## config.mk

```make
export PLATFORM = sky130hd
export DESIGN_NAME = wr_guard_policy
export DESIGN_NICKNAME = d
export VERILOG_FILES = /design/src/rtl/wgp_pkg.sv /design/src/rtl/wgp_decode.sv /design/src/rtl/wgp_pen_reg.sv /design/src/rtl/wgp_pin_sync.sv /design/src/rtl/wgp_strobe.sv /design/src/rtl/wr_guard_policy.sv
export SDC_FILE = /design/constraint.sdc
export NUM_CORES = 1
export LEC_CHECK = 0
export BUFFER_PORTS_ARGS = -buffer_cell sky130_fd_sc_hd__buf_2
export CAP_MARGIN = 30
export CELL_PAD_IN_SITES_DETAIL_PLACEMENT = 1
export CELL_PAD_IN_SITES_GLOBAL_PLACEMENT = 1
export CORE_MARGIN = 2
export CORE_UTILIZATION = 35
export DETAILED_ROUTE_END_ITERATION = 8
export PLACE_DENSITY = 0.78
export SLEW_MARGIN = 20
export SYNTH_ARGS = -nofsm -noshare
export SYNTH_HDL_FRONTEND = slang
export SYNTH_SLANG_ARGS = --single-unit
export TNS_END_PERCENT = 50
```

## constraint.sdc

```tcl
create_clock -name clk -period 3.5 [get_ports clk]
set_input_delay 0.7 -clock clk [delete_from_list [all_inputs] [get_ports clk]]
set_output_delay 0.7 -clock clk [all_outputs]
set_load 0.01 [all_outputs]
```

## src/rtl/wgp_pkg.sv

```systemverilog
package wgp_pkg;
   typedef enum logic [2:0] {
      OPK_IDLE  = 3'd0,
      OPK_READ  = 3'd1,
      OPK_WRITE = 3'd2,
      OPK_PEN   = 3'd3,
      OPK_PDIS  = 3'd4
   } opk_e;
endpackage

```

## src/rtl/wgp_decode.sv

```systemverilog
module wgp_decode
   import wgp_pkg::*;
#(
   parameter int ADDR_W = 9,
   parameter int NUM_CH = 4
) (
   input  logic              valid,
   input  logic [2:0]        code,
   input  logic [ADDR_W-1:0] addr,
   output logic              is_rd,
   output logic              is_wr,
   output logic              is_pen,
   output logic              is_pdis,
   output logic              in_dac,
   output logic [NUM_CH-1:0] ch_sel
);
   localparam int LOW_W = ADDR_W - 1;

   always_comb begin
      is_rd   = valid && (code == OPK_READ);
      is_wr   = valid && (code == OPK_WRITE);
      is_pen  = valid && (code == OPK_PEN);
      is_pdis = valid && (code == OPK_PDIS);
      in_dac  = addr[ADDR_W-1];
   end

   for (genvar i = 0; i < NUM_CH; i++) begin : g_ch
      assign ch_sel[i] = addr[ADDR_W-1] && (addr[LOW_W-1:0] == LOW_W'(i));
   end
endmodule

```

## src/rtl/wgp_pen_reg.sv

```systemverilog
module wgp_pen_reg (
   input  logic clk,
   input  logic rst_n,
   input  logic set_req,
   input  logic clr_req,
   output logic pen
);
   always_ff @(posedge clk or negedge rst_n) begin
      if (!rst_n)       pen <= 1'b0;
      else if (set_req) pen <= 1'b1;
      else if (clr_req) pen <= 1'b0;
   end


   pen_set_chk: assert property (@(posedge clk) disable iff (!rst_n)
      set_req |=> pen);

   pen_clr_chk: assert property (@(posedge clk) disable iff (!rst_n)
      (clr_req && !set_req) |=> !pen);

   pen_hold_chk: assert property (@(posedge clk) disable iff (!rst_n)
      (!set_req && !clr_req) |=> $stable(pen));
endmodule

```

## src/rtl/wgp_pin_sync.sv

```systemverilog
module wgp_pin_sync #(
   parameter int STAGES = 2
) (
   input  logic clk,
   input  logic rst_n,
   input  logic pin,
   output logic level
);
   if (STAGES == 0) begin : g_direct
      assign level = pin;
   end else begin : g_chain
      logic [STAGES-1:0] sr;
      always_ff @(posedge clk or negedge rst_n) begin
         if (!rst_n) sr <= '0;
         else        sr <= {sr[STAGES-2+((STAGES==1)?1:0):0], pin} & {STAGES{1'b1}};
      end
      assign level = sr[STAGES-1];
   end
endmodule

```

## src/rtl/wgp_strobe.sv

```systemverilog
module wgp_strobe #(
   parameter int DAC_W  = 8,
   parameter int NUM_CH = 4
) (
   input  logic              clk,
   input  logic              rst_n,
   input  logic              is_rd,
   input  logic              is_wr,
   input  logic              in_dac,
   input  logic [NUM_CH-1:0] ch_sel,
   input  logic              pen,
   input  logic              unlocked,
   input  logic [DAC_W-1:0]  wr_data,
   input  logic [DAC_W-1:0]  rd_data,
   output logic              mem_we,
   output logic [NUM_CH-1:0] latch_ld,
   output logic [DAC_W-1:0]  latch_val
);
   logic              ch_hit;
   logic              we_d;
   logic              ld_go;
   logic [NUM_CH-1:0] ld_d;

   always_comb begin
      ch_hit = |ch_sel;
      we_d   = is_wr && pen && (!in_dac || (ch_hit && unlocked));
      ld_go  = ch_hit && (is_rd || (is_wr && unlocked));
      ld_d   = ch_sel & {NUM_CH{ld_go}};
   end

   always_ff @(posedge clk or negedge rst_n) begin
      if (!rst_n) begin
         mem_we    <= 1'b0;
         latch_ld  <= '0;
         latch_val <= '0;
      end else begin
         mem_we   <= we_d;
         latch_ld <= ld_d;
         if (ld_go) latch_val <= is_rd ? rd_data : wr_data;
      end
   end


   ld_onehot_chk: assert property (@(posedge clk) disable iff (!rst_n)
      $onehot0(latch_ld));

   we_cause_chk: assert property (@(posedge clk) disable iff (!rst_n)
      mem_we |-> $past(is_wr));

   ld_cause_chk: assert property (@(posedge clk) disable iff (!rst_n)
      (latch_ld != '0) |-> ($past(is_rd) || $past(is_wr)));

   rd_no_we_chk: assert property (@(posedge clk) disable iff (!rst_n)
      is_rd |=> !mem_we);

   dac_we_ld_chk: assert property (@(posedge clk) disable iff (!rst_n)
      (is_wr && in_dac) |=> (!mem_we || (latch_ld != '0)));

   gen_no_ld_chk: assert property (@(posedge clk) disable iff (!rst_n)
      !in_dac |=> (latch_ld == '0));

   lock_chk: assert property (@(posedge clk) disable iff (!rst_n)
      (is_wr && in_dac && !unlocked) |=> (!mem_we && latch_ld == '0));
endmodule

```

## src/rtl/wr_guard_policy.sv

```systemverilog
module wr_guard_policy
   import wgp_pkg::*;
#(
   parameter int ADDR_W    = 9,
   parameter int DAC_W     = 8,
   parameter int NUM_CH    = 4,
   parameter int PROT_SYNC = 2
) (
   input  logic              clk,
   input  logic              rst_n,
   input  logic              op_valid,
   input  logic [2:0]        op_code,
   input  logic [ADDR_W-1:0] op_addr,
   input  logic [DAC_W-1:0]  wr_data,
   input  logic [DAC_W-1:0]  rd_data,
   input  logic              dac_unlock,
   output logic              mem_we,
   output logic [NUM_CH-1:0] latch_ld,
   output logic [DAC_W-1:0]  latch_val
);
   localparam int REGION = 1 << (ADDR_W - 1);

   if (ADDR_W < 2)                     begin : g_bad_aw  $error("ADDR_W must be at least 2");            end
   if (NUM_CH < 1 || NUM_CH > REGION)  begin : g_bad_ch  $error("NUM_CH must fit the DAC region");       end
   if (DAC_W < 1)                      begin : g_bad_dw  $error("DAC_W must be positive");               end
   if (PROT_SYNC < 0 || PROT_SYNC > 4) begin : g_bad_sy  $error("PROT_SYNC must lie in 0..4");           end

   logic              is_rd, is_wr, is_pen, is_pdis, in_dac;
   logic [NUM_CH-1:0] ch_sel;
   logic              pen;
   logic              unlocked;

   wgp_decode #(.ADDR_W(ADDR_W), .NUM_CH(NUM_CH)) u_dec (
      .valid(op_valid), .code(op_code), .addr(op_addr),
      .is_rd(is_rd), .is_wr(is_wr), .is_pen(is_pen), .is_pdis(is_pdis),
      .in_dac(in_dac), .ch_sel(ch_sel)
   );

   wgp_pen_reg u_pen (
      .clk(clk), .rst_n(rst_n), .set_req(is_pen), .clr_req(is_pdis), .pen(pen)
   );

   wgp_pin_sync #(.STAGES(PROT_SYNC)) u_sync (
      .clk(clk), .rst_n(rst_n), .pin(dac_unlock), .level(unlocked)
   );

   wgp_strobe #(.DAC_W(DAC_W), .NUM_CH(NUM_CH)) u_stb (
      .clk(clk), .rst_n(rst_n), .is_rd(is_rd), .is_wr(is_wr), .in_dac(in_dac),
      .ch_sel(ch_sel), .pen(pen), .unlocked(unlocked),
      .wr_data(wr_data), .rd_data(rd_data),
      .mem_we(mem_we), .latch_ld(latch_ld), .latch_val(latch_val)
   );


   idle_quiet_chk: assert property (@(posedge clk) disable iff (!rst_n)
      !op_valid |=> (!mem_we && latch_ld == '0));

   ctl_quiet_chk: assert property (@(posedge clk) disable iff (!rst_n)
      (op_valid && (op_code == OPK_PEN || op_code == OPK_PDIS)) |=> (!mem_we && latch_ld == '0));
endmodule

```

==> qor.yml, run 1 <==
run_status:
  status: "completed"
floorplanning:
  dieArea_sq_mm: 0.00276
  die_w_um: 52.5
  io_pins: 45
  start_util_pct: 37.3
  core.rowCount: 17
  core-area_sq_mm: 0.00221
  fp.dieH_um: 52.5
final_layout:
  fin_util_pct: 48.8
  fin_cells: 128
  n_antenna_cell: 0
  syn_to_final_growth_pct: 31.0
  layout-drive-gt1-share_pct: 65.0
  nNetsFinal: 134
drt:
  drc: 0
  first_pass_iters: 4
  post_drt_wl_per_cell_um: 13.5
  drt-initial-drc-count: 1
  avgViaCountPerCell: 4.77
  drt_wl_total_um: 1720
  postRouteAntennaNets: 0
  vias: 611
setup_path:
  r2r_end: "u_stb.latch_val[5]"
  critPathLaunchType: "input pin"
  cp_max_fo: 9
  path_class: "input pin to flip-flop"
  arrival_ns: 2.07
  crit_required_ns: 3.67
  r2r-start: "u_sync.g_chain.sr[1]"
  reg2reg_depth: 3
  r2r_slack_ns: 1.94
  crit_start: "op_addr[5]"
  cp-end-kind: "flip-flop"
synth:
  synth_compound_area_share_pct: 4.40
  synth_fa_ha_area_share_pct: 0
  yosysWarnings: 0
  ys_top_cells_by_count: "16 x dfrtp_1, 16 x mux2_4, 3 x nor2_1"
  synthXorXnorAreaFrac_pct: 0
  yosysTopAreaCellShare_pct: 48.6
  async_flop_share_pct: 100
  ys.flop_type: "dfrtp_1"
  synth_edf_count: 0
  synthMuxAreaShare_pct: 29.1
  avgSynthCellArea_sq_um: 15.0
  yosys-top-cells-area: "dfrtp_1 49%, mux2_4 29%, buf_6 2.7%"
  synth_top_family_by_area: "multiplexers"
  post_synth_and_or_nand_nor_area_fraction_pct: 14.7
  seq_area_frac_synth_pct: 48.6
  synth.largest_area_cell: "dfrtp_1"
  synthDistinctLibCells: 18
  syn_inst: 55
  syn_nets: 87
  synth_seq_cells: 16
  syn-cell-area_sq_um: 825
placed_design:
  hpwl_um: 1450
  routabilityCongestion: 0.684
  port_buffers: 44
  preCtsSetupSlack_ns: 1.30
  dp.cells: 125
sta:
  max_freq_ghz: 0.527
  setup_tns_ns: 0
  finClkSkew_ns: 0.00168
  period_share_pct: 54.2
  tightest_slew_ns: 0.540
  hold_viol: 0
  timing.slew.headroom_pct: 64.0
  period_needed_ns: 1.90
  setup_ws_ns: 1.60
  drv_slew: 0
  setup_viol_count_final: 0
  rsz0062_at_grt: "false"
clock_network:
  clk_latency_ns: 0.28
  clkTransAtPathRegs_ns: 0.09
  cts_buffer_depth: 2
  htreeDepth: 1
  clockRootBuffer: "clkbuf_4"
  clkSinkCount: 16
  postCtsSetupRepairBufs: 0
  cts_buffers: 3
  cts_tree: "built"
  holdBufCountCts: 0
  ctsResizeCount: 0
power:
  switching_power_uw: 76.1
  sw_frac_of_total_pct: 22.8
  p_clk_share_pct: 28.1
  seqPwrFrac_pct: 57.2
  internal-power_uw: 258
  vdd_drop_max_uv: 159
  combPwrFrac_pct: 14.7
  power_density_mw_per_mm2: 309
  p_leak_nw: 0.600
global_route:
  grt.met2_usage_pct: 24.6
  overflow: 0
  grt_max_degree: 17
  grt.total_usage_pct: 13.7
  grt_pass1_vias: 626
  antenna_found_initial: 0
  met3_usage_pct: 2.86
  gr-max-usage-layer: "met2"
  grt_pass1_wl_um: 2700
  grtUsageMet1_pct: 14.8
hold_path:
  hold_path.class: "input pin to asynchronous set/reset pin"
job:
  max_cap_viol_count: 0
## layout by cell type (no fill, tap or decap), types with 2 or more instances in the layout
| cell | count |
|---|---|
| mux2_4 | 16 |
| a21oi_1 | 2 |
| dfrtp_1 | 16 |
| nor3b_1 | 2 |
| and3b_1 | 2 |
| clkbuf_4 | 3 |
| nor2_1 | 3 |
| buf_2 | 44 |
| and2b_1 | 2 |
## area by class of cell
type                            instances  area [sq um]
Clock buffer                            3          22.5
Fill cell                             256          1130
Inverter                                1          3.75
Multi-Input combinational cell         36           398
Sequential cell                        16           400
Tap cell                               28          35.0
Timing Repair Buffer                   44           220
## worst max-delay path, cell delays in order
cell and delay [ns]:
buf_2 0.11, nor4_4 0.32, o2111a_1 0.59, mux2_4 0.35
## stage by stage
stage	total power, mW	hold WS, ns	cell area (sq um)
4_1_cts	0.339	0.316	1080
5_1_grt	0.355	0.316	1080
6_report	0.334	0.308	1080
2_1_floorplan	0.216	0.331	825
3_5_place_dp	0.244	0.336	1060
3_3_place_gp	0.243	0.336	1060
## how the worst max path moves through the flow
stage / to / depth (start not counted)
floorplan: u_stb.latch_val[0] / 4
global placement: u_stb.latch_val[0] / 4
detailed placement: u_stb.latch_val[5] / 4
CTS: u_stb.latch_val[5] / 4
global route: u_stb.latch_val[7] / 4
finish: u_stb.latch_val[5] / 4
## logic make-up (layout without fill, tap and decap cells)
group / after synthesis / after routing
AOI/OAI and AO/OA: 5 / 5
buffers and inverters: 3 / 48
DFF: 16 / 16
muxes: 16 / 16
and+or+nand+nor: 15 / 15
## metal layers
| metal | vias to the layer above | routed length, um |
|---|---|---|
| met4 | 0 | 23 |
| met5 | - | 0 |
| met3 | 4 | 73 |
| met1 | 297 | 662 |
| met2 | 19 | 962 |
| li1 | 291 | - |
## power groups by stage
stage                     clock (mW)  sequential (mW)  combinational, mW
after floorplan                    0            0.195             0.0211
after global placement             0            0.194             0.0484
after detailed placement           0            0.194             0.0499
after CTS                     0.0979            0.191             0.0500
after global routing           0.110            0.191             0.0541
final                         0.0937            0.191             0.0492
## registers in the layout (all words and copies together), names as in the netlist
signal / count
u_stb.mem_we: 1
u_stb.latch_val: 8
u_sync.g_chain.sr: 2
u_pen.pen: 1
u_stb.latch_ld: 4
Note: power is estimated with default switching activity, not from simulation.
==> run 2, diff against run 1 <==
Settings changed: CORE_UTILIZATION 35 to 33, PLACE_DENSITY 0.78 to 0.74.
Clock period 3.5 ns to 1.8 ns, I/O delays scaled along.
==> qor.yml, run 2 (synthesis results as in run 1) <==
final_layout:
  largest_reg_flops: 8
  seq_area_sq_um: 400
  multi_input_area_sq_um: 398
  n_antenna_cell: 0
  top_register: "u_stb.latch_val"
  layout_common_cells: "44 x buf_2, 16 x mux2_4, 16 x dfrtp_1, 3 x nor2_1, 3 x clkbuf_4"
  layout-drive-gt1-share_pct: 65.4
  syn_to_final_growth_pct: 39.0
  top_regs: "u_stb.latch_val (8), u_stb.latch_ld (4), u_sync.g_chain.sr (2)"
  nNetsFinal: 137
  final_common_cell: "buf_2"
  fillCellCount: 290
setup_path:
  r2r_slack_ns: 0.37
  crit_end: "u_stb.latch_val[1]"
  r2r_end: "u_stb.latch_val[1]"
  cp-end-kind: "flip-flop"
  reg2reg_depth: 4
  path_class: "flip-flop to flip-flop"
  critPathLaunchType: "flip-flop"
  arrival_ns: 1.60
  cp_max_fo: 9
  crit_required_ns: 1.97
  crit_start: "u_sync.g_chain.sr[1]"
  r2r-start: "u_sync.g_chain.sr[1]"
global_route:
  grt_pass1_wl_um: 3080
  grt.total_usage_pct: 14.7
  grt_pass1_vias: 686
  overflow: 0
  grt_max_degree: 17
  antenna_found_initial: 0
clock_network:
  clk_latency_ns: 0.28
  clkTransAtPathRegs_ns: 0.09
  cts_tree: "built"
  ctsResizeCount: 0
  postCtsSetupRepairBufs: 0
  clockRootBuffer: "clkbuf_4"
  htreeDepth: 1
  clkSinkCount: 16
  cts_buffer_depth: 2
  cts_buffers: 3
hold_path:
  hold_path.class: "input pin to flip-flop"
  hold_path.startpoint: "dac_unlock"
power:
  power_density_mw_per_mm2: 614
  vdd_drop_max_uv: 396
  p_leak_nw: 0.628
  finalPower_uw: 704
drt:
  post_drt_wl_per_cell_um: 14.5
  drt_wl_total_um: 1950
  avgViaCountPerCell: 4.87
  first_pass_iters: 2
  postRouteAntennaNets: 0
  drt-initial-drc-count: 3
  vias: 653
  drc: 0
sta:
  finClkSkew_ns: 0.00221
  setup_viol_count_final: 0
  setup_tns_ns: 0
  rsz0062_at_grt: "false"
  timing.slew.headroom_pct: 76.5
  period_share_pct: 79.5
  max_freq_ghz: 0.698
  tightest_slew_ns: 0.352
  period_needed_ns: 1.43
  drv_slew: 0
  hold_viol: 0
floorplanning:
  core.rowCount: 18
  die_w_um: 54.0
  io_pins: 45
  fp.dieH_um: 54.0
  core-area_sq_mm: 0.00243
  dieArea_sq_mm: 0.00291
  start_util_pct: 33.9
run_status:
  status: "completed"
placed_design:
  routabilityCongestion: 0.737
  port_buffers: 44
job:
  max_cap_viol_count: 0
[run 2: cell count changes in the layout (fill, tap and decap cells not counted), sizes merged]
cell         before  now
buf              44   46
clkbuf            3    4
dlygate4sd3       0    1
[run 2: layout make-up]
| class | instances | area share, % |
|---|---|---|
| Inverter | 1 | 0.328 |
| Tap cell | 30 | 3.28 |
| Sequential cell | 16 | 34.9 |
| Multi-Input combinational cell | 36 | 34.7 |
| Timing Repair Buffer | 47 | 23.6 |
| Clock buffer | 4 | 3.17 |
[run 2: worst min path at each step]
stage	to	slack, ns	cells past startpoint
after floorplan	u_pen.pen	0.06	0
after global placement	u_stb.latch_val[1]	0.29	1
after detailed placement	u_stb.latch_val[1]	0.29	1
after CTS	u_sync.g_chain.sr[0]	0.17	1
after global routing	u_sync.g_chain.sr[0]	0.17	1
final	u_sync.g_chain.sr[0]	0.18	1
[run 2: routing by layer]
metal  up-vias  track usage, %  share of wire (%)
met5         -               0                  0
met4         0            3.75               0.97
met3         2            3.06                8.0
met2        34            28.0                 52
met1       311            16.4                 39
li1        306               -                  -
[run 2: power by group]
part           switching [mW]  internal, mW  leakage, nW  total (mW)
clock network           0.107         0.123       0.0210       0.230
logic                  0.0418        0.0602        0.389       0.102
registers             0.00477         0.367        0.218       0.372
total                   0.154         0.550        0.628       0.704
[run 2: metrics by stage]
step           cell area [sq um]  worst slack, ns  instances  hold slack, ns  utilization (%)
2_1_floorplan                825            0.362         55          0.0644                -
3_3_place_gp                1100            0.188        129           0.286             45.2
3_5_place_dp                1100            0.114        129           0.291             45.2
4_1_cts                     1150            0.384        134           0.172             47.1
5_1_grt                     1150            0.327        134           0.171             47.1
6_report                    1150            0.368        134           0.184             47.1
[run 2: timing repair]
item	in CTS	in global routing
hold buffers	1	0
endpoints found under the hold margin	16	0
endpoints found under the setup margin	0	0
[run 2: critical path, cell delays in order, from the launching register on]
cell	delay [ns]
dfrtp_1	0.40
and3b_1	0.18
o2111a_1	0.29
buf_12	0.16
mux2_4	0.30
==> run 3, diff against run 2 <==
Settings changed: CORE_UTILIZATION 33 to 29, PLACE_DENSITY 0.74 to 0.68.
Clock period 1.8 ns to 1.2 ns, I/O delays scaled along.
==> qor.yml, run 3 (synthesis results as in run 1) <==
run_status:
  status: "finished, violations left"
  violations: "negative setup slack"
clock_network:
  ctsResizeCount: 0
  cts_buffers: 3
  clk_latency_ns: 0.28
  htreeDepth: 1
  cts_buffer_depth: 2
  clkSinkCount: 16
  clockRootBuffer: "clkbuf_4"
  cts_tree: "built"
  clkTransAtPathRegs_ns: 0.08
drt:
  post_drt_wl_per_cell_um: 13.6
  first_pass_iters: 4
  drt-initial-drc-count: 18
  vias: 646
  postRouteAntennaNets: 0
  drc: 0
  drt_wl_total_um: 1910
  avgViaCountPerCell: 4.61
final_layout:
  seq_area_sq_um: 400
  fin_cells: 140
  layout-drive-gt1-share_pct: 67.0
  nNetsFinal: 142
  layout_common_cells: "44 x buf_2, 16 x mux2_4, 16 x dfrtp_1, 5 x buf_4"
  top_register: "u_stb.latch_val"
  top_regs: "u_stb.latch_val (8), u_stb.latch_ld (4), u_sync.g_chain.sr (2)"
  multi_input_area_sq_um: 398
  n_antenna_cell: 0
  syn_to_final_growth_pct: 43.7
  final_common_cell: "buf_2"
  largest_reg_flops: 8
  fillCellCount: 303
sta:
  rsz0062_at_grt: "true"
  hold_viol: 0
  setup_ws_ns: -0.195
  drv_slew: 0
  period_share_pct: 116
  period_needed_ns: 1.39
  tightest_slew_ns: 0.363
  max_freq_ghz: 0.717
  finClkSkew_ns: 0.00419
  setup_viol_count_final: 9
  whs_ns: 0.0682
  setup_tns_ns: -1.63
  timing.slew.headroom_pct: 75.8
job:
  max_cap_viol_count: 0
floorplanning:
  core.rowCount: 19
  start_util_pct: 30.2
  dieArea_sq_mm: 0.00329
  die_w_um: 57.3
  fp.dieH_um: 57.3
  core-area_sq_mm: 0.00273
  io_pins: 45
setup_path:
  reg2reg_depth: 4
  r2r_end: "u_stb.latch_val[7]"
  cp_max_fo: 9
  cp-end-kind: "flip-flop"
  critPathLaunchType: "flip-flop"
  path_cells: "and3b_1 > o2111a_1 > buf_12 > mux2_4"
  cp_slowest_stage_delay_ns: 0.38
  crit_start: "u_sync.g_chain.sr[1]"
  slowest_stage: "dfrtp_1"
  arrival_ns: 1.56
  r2r-start: "u_sync.g_chain.sr[1]"
  crit_required_ns: 1.37
  r2r_slack_ns: -0.19
  path_class: "flip-flop to flip-flop"
global_route:
  antenna_found_initial: 0
  overflow: 0
  grt_pass1_vias: 695
  grt_max_degree: 17
  grt.total_usage_pct: 13.2
  grt_pass1_wl_um: 3270
power:
  p_leak_nw: 0.653
  finalPower_mw: 1.06
  power_density_mw_per_mm2: 895
  vdd_drop_max_uv: 530
placed_design:
  preCtsSetupSlack_ns: -0.334
  dp.cells: 133
  routabilityCongestion: 0.716
  port_buffers: 44
hold_path:
  min_path_cells: 1
  hold_end: "u_sync.g_chain.sr[0]"
  hold_path.startpoint: "dac_unlock"
  hold_path.class: "input pin to flip-flop"
run 3: cell count changes in the layout (fill, tap and decap cells not counted):
cell   change
buf_4      +5
run 3: layout make-up:
cell class	instances	share of cell area, %
well taps	31	3.27
multi-input cells	36	33.6
repair buffers	52	26.0
inverters	1	0.317
clock buffers	4	3.06
flip-flops and latches	16	33.8
run 3: how the worst max path moves through the flow:
| stage | to | depth (start not counted) |
|---|---|---|
| after floorplan | u_stb.latch_val[0] | 4 |
| after global placement | u_stb.latch_val[1] | 5 |
| after detailed placement | u_stb.latch_val[4] | 5 |
| after CTS | u_stb.latch_val[4] | 4 |
| after global routing | u_stb.latch_val[7] | 4 |
| final | u_stb.latch_val[7] | 4 |
run 3: critical path: cells and delay by family, from the launching register on:
kind,cells,cell delay [ns]
AND/OR/NAND/NOR,1,0.18
buffers and inverters,1,0.16
AO/OA/AOI/OAI,1,0.28
flip-flops,1,0.38
multiplexers,1,0.29
run 3: repair_timing:
action / 4_1_cts / 5_1_grt
buffers inserted: 1 / 1
hold endpoints to repair: 16 / 0
hold buffers: 1 / 0
setup endpoints to repair: 9 / 9
pin swaps: 1 / 1
run 3: layer usage:
layer	GRT usage [%]	share of wire [%]
met1	15.6	37
met3	4.31	4.7
met5	0	0
met4	2.99	1.2
met2	23.3	57
run 3: per-stage QoR:
step | utilization (%) | instance area (sq um)
2_1_floorplan | - | 825
3_3_place_gp | 41.1 | 1120
3_5_place_dp | 41.1 | 1120
4_1_cts | 43.1 | 1180
5_1_grt | 43.3 | 1180
6_report | 43.3 | 1180
run 3: report_power, final:
group / internal (mW) / leakage (nW) / switching [mW]
clock network: 0.184 / 0.0210 / 0.155
logic: 0.0992 / 0.414 / 0.0648
registers: 0.550 / 0.218 / 0.00607
